File: config.mk
export PLATFORM = sky130hd
export DESIGN_NAME = sdadd_top
export DESIGN_NICKNAME = d
export VERILOG_FILES = /design/src/rtl/sdadd_pkg.sv /design/src/rtl/sdadd_split_cell.sv /design/src/rtl/sdadd_merge_cell.sv /design/src/rtl/sdadd_top.sv
export SDC_FILE = /design/constraint.sdc
export NUM_CORES = 1
export LEC_CHECK = 0
export ABC_AREA = 1
export BUFFER_PORTS_ARGS = -buffer_cell sky130_fd_sc_hd__buf_2
export CAP_MARGIN = 20
export CORE_ASPECT_RATIO = 1.5
export CORE_UTILIZATION = 45
export DETAILED_ROUTE_END_ITERATION = 10
export PLACE_DENSITY = 0.79
export SYNTH_ARGS = -nofsm -noshare
export SYNTH_HDL_FRONTEND = slang
export SYNTH_SLANG_ARGS = --single-unit
File: constraint.sdc
create_clock -name vclk -period 0.8
set_input_delay 0.04 -clock vclk [all_inputs]
set_output_delay 0.04 -clock vclk [all_outputs]
set_load 0.02 [all_outputs]
File: src/rtl/sdadd_pkg.sv
package sdadd_pkg;

  typedef struct packed {
    logic up;
    logic dn;
  } sdigit_t;

  localparam sdigit_t SD_ZERO = '{up: 1'b0, dn: 1'b0};

  function automatic logic sd_nonzero(input sdigit_t d);
    return d.up ^ d.dn;
  endfunction

endpackage

File: src/rtl/sdadd_split_cell.sv
module sdadd_split_cell
  import sdadd_pkg::*;
(
  input  sdigit_t op_a,
  input  sdigit_t op_b,
  input  logic    lower_pos,
  output logic    odd_sum,
  output logic    here_pos,
  output sdigit_t xfer_out
);

  logic pair_up, pair_dn, lone_up, lone_dn;

  always_comb begin
    pair_up  = op_a.up & op_b.up;
    pair_dn  = op_a.dn & op_b.dn;
    lone_up  = (op_a.up & ~sd_nonzero(op_b)) | (op_b.up & ~sd_nonzero(op_a));
    lone_dn  = (op_a.dn & ~sd_nonzero(op_b)) | (op_b.dn & ~sd_nonzero(op_a));
    odd_sum  = sd_nonzero(op_a) ^ sd_nonzero(op_b);
    here_pos = op_a.up | op_b.up;
    xfer_out.up = pair_up | (lone_up & lower_pos);
    xfer_out.dn = pair_dn | (lone_dn & ~lower_pos);
  end

endmodule

File: src/rtl/sdadd_merge_cell.sv
module sdadd_merge_cell
  import sdadd_pkg::*;
(
  input  logic    odd_sum,
  input  logic    lower_pos,
  input  sdigit_t xfer_in,
  input  logic    chk_en,
  output sdigit_t sum_d
);

  always_comb begin
    if (odd_sum) begin
      sum_d.up = ~lower_pos & ~xfer_in.dn;
      sum_d.dn = lower_pos & ~xfer_in.up;
    end else begin
      sum_d = xfer_in;
    end
  end

  always_comb begin
    if (chk_en) begin

      xfer_sign_chk: assert (!(lower_pos && xfer_in.dn) && !(!lower_pos && xfer_in.up))
        else $error("transfer sign disagrees with lower positive flag");

      rail_excl_chk: assert (!(sum_d.up && sum_d.dn))
        else $error("result digit has both rails set");
    end
  end

endmodule

File: src/rtl/sdadd_top.sv
module sdadd_top
  import sdadd_pkg::*;
#(
  parameter int WIDTH = 16
) (
  input  logic [WIDTH-1:0] a_up,
  input  logic [WIDTH-1:0] a_dn,
  input  logic [WIDTH-1:0] b_up,
  input  logic [WIDTH-1:0] b_dn,
  output logic [WIDTH:0]   sum_up,
  output logic [WIDTH:0]   sum_dn
);

  localparam int OUT_W = WIDTH + 1;

  logic    [WIDTH:0]   pos_chain;
  sdigit_t [WIDTH:0]   xfer_chain;
  logic    [WIDTH-1:0] odd_vec;
  sdigit_t [OUT_W-1:0] res_d;
  logic                ops_legal;

  assign ops_legal     = ~|(a_up & a_dn) & ~|(b_up & b_dn);
  assign pos_chain[0]  = 1'b0;
  assign xfer_chain[0] = SD_ZERO;

  for (genvar i = 0; i < WIDTH; i++) begin : g_pos
    sdigit_t dig_a, dig_b;
    assign dig_a = '{up: a_up[i], dn: a_dn[i]};
    assign dig_b = '{up: b_up[i], dn: b_dn[i]};

    sdadd_split_cell u_split (
      .op_a      (dig_a),
      .op_b      (dig_b),
      .lower_pos (pos_chain[i]),
      .odd_sum   (odd_vec[i]),
      .here_pos  (pos_chain[i+1]),
      .xfer_out  (xfer_chain[i+1])
    );

    sdadd_merge_cell u_merge (
      .odd_sum   (odd_vec[i]),
      .lower_pos (pos_chain[i]),
      .xfer_in   (xfer_chain[i]),
      .chk_en    (ops_legal),
      .sum_d     (res_d[i])
    );
  end

  assign res_d[OUT_W-1] = xfer_chain[WIDTH];

  for (genvar j = 0; j < OUT_W; j++) begin : g_out
    assign sum_up[j] = res_d[j].up;
    assign sum_dn[j] = res_d[j].dn;
  end

  always_comb begin
    if (ops_legal) begin

      top_digit_chk: assert ((!(a_up[WIDTH-1] && b_up[WIDTH-1]) || (sum_up[WIDTH] && !sum_dn[WIDTH])) &&
                             (!(a_dn[WIDTH-1] && b_dn[WIDTH-1]) || (sum_dn[WIDTH] && !sum_up[WIDTH])))
        else $error("top result digit wrong for matched top operands");

      cancel_zero_chk: assert (!(a_up == b_dn && a_dn == b_up) || (sum_up == '0 && sum_dn == '0))
        else $error("cancelling operands left a nonzero digit");
    end
  end

endmodule

==> results of run 1 <==
logic make-up after synthesis:
logic type                 synth area share (%)
xor gates and xnor gates                  1.715
buffers and inverters                     12.56
and+or+nand+nor                           83.46
other                                    0.1511
adders and majority gates                 1.008
AOI/OAI and AO/OA                         1.109
synthesized netlist by cell type:
cell / number
buf_4: 2
nand3_1: 58
o22ai_1: 2
xor2_1: 1
o21ai_1: 2
inv_1: 53
xor2_2: 1
nand2_2: 17
inv_2: 26
nand2_1: 403
nor2_1: 43
ha_1: 2
xnor2_1: 2
o21ai_0: 1
conb_1: 1
metrics by stage:
| step | util [%] | hold WS [ns] | setup WS (ns) | std cells |
|---|---|---|---|---|
| CTS | 81.78 | 0.3928 | -0.09604 | 830 |
| detailed placement | 64.98 | 0.4368 | -0.1827 | 823 |
| global placement | 64.98 | 0.4319 | -0.1198 | 823 |
| floorplan | - | 0.2459 | 0.04178 | 614 |
repair_timing:
action | 4_1_cts
endpoints found under the setup margin | 32
buffers inserted | 7
gates resized for setup | 284
pin swaps | 113
==> reports/metrics.csv, run 1 <==
stage;metric;value;unit
place;placed_cell_area;0.003382;mm^2
synthesis;syn_area;0.002481;mm^2
die;start_util;47.67;%
place;io_buffers;97;
status;error_line;[ERROR DPL-0038] Utilization greater than 100%, impossible to legalize;
synthesis;synthDistinctLibCells;15;
timing;crit_endpoint;sum_up[15];
die;die_h;92.94;um
synthesis;yosys.area.top_type_share;60.97;%
die;rows;32;
synthesis;synth_top_cell_by_area;nand2_1;
synthesis;syn_inst;614;
status;haltStage;global routing (5_1_grt);
synthesis;syn_area_per_cell;4.041;um^2
synthesis;synthTopCellsByArea;nand2_1, nand3_1, inv_1, nor2_1, nand2_2;
synthesis;ys_seq_area_share;0;%
place;finalWeightedCongestion;0.9167;
global_route;grt_start_max_net_pins;7;
timing;worst-ep-kind;output port;
synthesis;yosys_warnings;0;
die;io_pins;98;
status;outcome;stopped before the end;
clock_tree;ctsHoldBuffers;0;
synthesis;syn_nets;680;
die;die_w;62.63;um
place;hpwlAfterDp;6.074;mm
==> run 2: changes to the inputs <==
--- a/config.mk
+++ b/config.mk
@@ -8,10 +8,9 @@
 export ABC_AREA = 1
 export BUFFER_PORTS_ARGS = -buffer_cell sky130_fd_sc_hd__buf_2
 export CAP_MARGIN = 20
-export CORE_ASPECT_RATIO = 1.5
-export CORE_UTILIZATION = 45
+export CORE_UTILIZATION = 30
 export DETAILED_ROUTE_END_ITERATION = 10
-export PLACE_DENSITY = 0.79
+export PLACE_DENSITY_LB_ADDON = 0.15
 export SYNTH_ARGS = -nofsm -noshare
 export SYNTH_HDL_FRONTEND = slang
 export SYNTH_SLANG_ARGS = --single-unit
==> run 2 against run 1 <==
Effect of this change: the flow now finishes, with violations (setup timing); synthesized cell count unchanged; area after synthesis unchanged.
==> reports/metrics.csv, run 2 <==
stage;metric;value;unit
timing;timing.fmax;1.101;GHz
pwr;seqPwrFrac;0;%
pwr;p_clk_share;0;%
layout;multiInputGateArea;0.002988;mm^2
route;num_vias;4126;
die;die_h;92.94;um
route;drt_first_pass_iters;6;
global_route;grt_usage;17.34;%
route;vias_per_cell;4.753;
layout;seqCellArea;0;um^2
synthesis;ys_seq_area_share;0;%
worst_setup_path;startpoint_type;input pin;
die;rows;32;
place;place_ws;-0.1687;ns
timing;period_needed;0.9086;ns
place;finalWeightedCongestion;0.8064;
min_path;hp-class;input pin to output port;
timing;fin_hold_ws;0.4068;ns
layout;nets;834;
timing;hold_viol_final;0;
route;ant_nets;0;
pwr;power_switching;0.002042;W
worst_setup_path;arrival;0.87;ns
place;io_buffers;97;
timing;drv_slew;0;
global_route;grt_overflow;0;
layout;clock_buffers;0;
timing;fin_ws;-0.1086;ns
pwr;power.density;703.3;mW/mm^2
synthesis;yosys.area.top_type_share;60.97;%
worst_setup_path;path_cells;buf_12, clkinv_4, nand2_2, nand2_2, nand2_2, nand2_4, nor2_2, nand3_1, nand2_1, buf_6;
synthesis;synthTopCellsByCount;nand2_1, nand3_1, inv_1;
synthesis;synthDistinctLibCells;15;
layout;fillers;624;
synthesis;yosys_warnings;0;
pwr;p_leak;3.056;nW
die;io_pins;98;
layout;seq_cells;0;
synthesis;synth.most_common_cell;nand2_1;
pwr;irDropWorstVdd;422.4;uV
die;core;0.007848;mm^2
timing;fin_crit_sh;113.6;%
worst_setup_path;worstSetupEndpointType;output port;
die;die_w;92.94;um
route;routed_wl;9.866;mm
worst_setup_path;critical_path_class;input pin to output port;
layout;final_common_cell;nand2_1;
layout;mostFrequentLayoutCells;nand2_1, nand2_2, buf_4;
flow_run;max_cap_violations;0;
layout;n_antenna_cell;0;
synthesis;synthTopCellsByArea;nand2_1, nand3_1, inv_1, nor2_1, nand2_2;
global_route;antenna_found_initial;0;
global_route;grt_pass1_wl;13.32;mm
worst_setup_path;cp_common_cell;nand2_2;
status;outcome;finished, violations left;
worst_setup_path;crit_path_top_delay_cell;buf_6;
worst_setup_path;worstPathRequired;0.76;ns
route;drt_iter0_drc;83;
pwr;p_comb_share;100.0;%
pwr;switching_share;52.63;%
synthesis;syn_area;0.002481;mm^2
place;hpwlAfterDp;5.943;mm
synthesis;syn_area_per_cell;4.041;um^2
die;start_util;31.62;%
status;violations;setup timing;
synthesis;syn_nets;680;
worst_setup_path;critPathMaxStageDelay;0.11;ns
synthesis;syn_inst;614;
timing;rsz0062_at_grt;yes;
global_route;grt_pass1_vias;3527;
worst_setup_path;path_max_fanout;4;
timing;finalSetupViolations;30;
global_route;grt_start_max_net_pins;7;
layout;area.growth.synth_to_final;122.3;%
synthesis;synth_top_cell_by_area;nand2_1;
pwr;p_int;0.001838;W
route;drc;0;
die;die_area;0.008638;mm^2
route;wire_per_inst;11.37;um
layout;drive_gt1_share;58.22;%
==> run 2: cell counts after synthesis <==
Identical to the previous run, type by type.
==> run 2: path summary, 6_finish.rpt <==
path | startpoint | cells past startpoint | slack [ns] | endpoint
worst min-delay path | a_up[15] | 4 | 0.41 | sum_up[16]
worst max-delay path | a_dn[14] | 10 | -0.11 | sum_dn[14]
==> run 2: through the flow <==
| step | TNS [ns] | util [%] | total power [W] | instance area [um^2] | instances |
|---|---|---|---|---|---|
| floorplan | 0 | - | 0.001454 | 2481 | 614 |
| global placement | -3.357 | 43.73 | 0.002289 | 3432 | 858 |
| detailed placement | -3.705 | 43.73 | 0.002327 | 3432 | 858 |
| CTS | -1.219 | 54.85 | 0.003020 | 4304 | 863 |
| global route | -3.847 | 70.30 | 0.004177 | 5517 | 868 |
| finish | -1.736 | 70.30 | 0.003880 | 5517 | 868 |
==> run 2: repair_timing <==
item	CTS	global route
hold buffers	0	0
gates resized for setup	300	357
setup buffers	5	5
pin swaps	117	186
setup endpoints to repair	33	33
==> run 2: cell type report <==
cell class,count,area share (%)
multi-input cells,533,54.16
inverters,79,9.866
repair buffers,154,33.66
well taps,102,2.313
==> run 2: kinds of logic after synthesis <==
| family | count (synthesis) | synth area share, % |
|---|---|---|
| AO/OA/AOI/OAI | 5 | 1.109 |
| XOR/XNOR | 4 | 1.715 |
| adder cells (fa/ha/maj) | 2 | 1.008 |
| buffers and inverters | 81 | 12.56 |
| other | 1 | 0.1511 |
| AND/OR/NAND/NOR | 521 | 83.46 |
==> run 2: per-layer routing <==
layer,vias to the layer above,GRT usage (%),share of wire (%)
met4,0,1.154,1.1
met1,1850,21.06,39
met5,-,0,0
li1,2161,-,-
met2,103,34.25,57
met3,12,0.9852,3.7
==> run 2: worst max-delay path: cells and delay by family <==
kind	cells	cell delay (ns)
buffers and inverters	3	0.27
AND/OR/NAND/NOR	7	0.54
==> run 2: power by group through the flow <==
| stage | registers [W] | logic, W | clock network, W |
|---|---|---|---|
| final | 0 | 0.00388 | 0 |
| after global routing | 0 | 0.00418 | 0 |
| after CTS | 0 | 0.00302 | 0 |
| after detailed placement | 0 | 0.00233 | 0 |
| after global placement | 0 | 0.00229 | 0 |
| after floorplan | 0 | 0.00145 | 0 |
Power figures use the tool's default switching activity.
==> run 3: changes to the inputs <==
--- a/config.mk
+++ b/config.mk
@@ -8,7 +8,7 @@
 export ABC_AREA = 1
 export BUFFER_PORTS_ARGS = -buffer_cell sky130_fd_sc_hd__buf_2
 export CAP_MARGIN = 20
-export CORE_UTILIZATION = 30
+export CORE_UTILIZATION = 50
 export DETAILED_ROUTE_END_ITERATION = 10
 export PLACE_DENSITY_LB_ADDON = 0.15
 export SYNTH_ARGS = -nofsm -noshare
==> constraint.sdc (replaced) <==
create_clock -name vclk -period 0.8
set_input_delay 0.04 -clock vclk [all_inputs]
set_output_delay 0.04 -clock vclk [all_outputs]
set_load 0.1 [all_outputs]
==> run 3 against run 2 <==
Effect of this change: the run now fails in clock tree synthesis (4_1_cts); synthesized cell count did not move; area after synthesis stayed put.
==> reports/metrics.csv, run 3 <==
stage;metric;value;unit
status;outcome;stopped before the end;
status;haltStage;clock tree synthesis (4_1_cts);
status;error_line;[ERROR DPL-0038] Utilization greater than 100%, impossible to legalize;
synthesis;syn_area;0.002481;mm^2
synthesis;yosys_warnings;0;
synthesis;yosys.area.top_type_share;60.97;%
clock_tree;cts_setup_buffers;15;
clock_tree;cts_resized;368;
die;io_pins;98;
synthesis;synthDistinctLibCells;15;
die;die_h;72.45;um
clock_tree;ctsHoldBuffers;0;
synthesis;syn_inst;614;
place;hpwlAfterDp;8.150;mm
die;start_util;52.18;%
synthesis;synthTopCellsByCount;nand2_1, nand3_1, inv_1;
synthesis;syn_area_per_cell;4.041;um^2
synthesis;synth.most_common_cell;nand2_1;
die;die_w;72.45;um
synthesis;synthTopCellsByArea;nand2_1, nand3_1, inv_1, nor2_1, nand2_2;
die;rows;25;
synthesis;syn_nets;680;
synthesis;synth_top_cell_by_area;nand2_1;
synthesis;ys_seq_area_share;0;%
place;finalWeightedCongestion;0.8765;
place;io_buffers;97;
## run 3: cell counts after synthesis
No cell type changed its count.
## run 3: cell families after synthesis
kind of cell	count (synthesis)	share of synthesized area, %
xor gates and xnor gates	4	1.715
other	1	0.1511
and+or+nand+nor	521	83.46
buffers and inverters	81	12.56
AOI/OAI and AO/OA	5	1.109
adders and majority gates	2	1.008
## run 3: per-stage QoR
stage	setup TNS [ns]	cells	setup WS, ns	hold slack [ns]	instance area, um^2
after floorplan	-0.3697	614	-0.1961	0.3539	2838
after global placement	-6.094	829	-0.3288	0.5385	4285
after detailed placement	-8.176	829	-0.4328	0.5583	4285
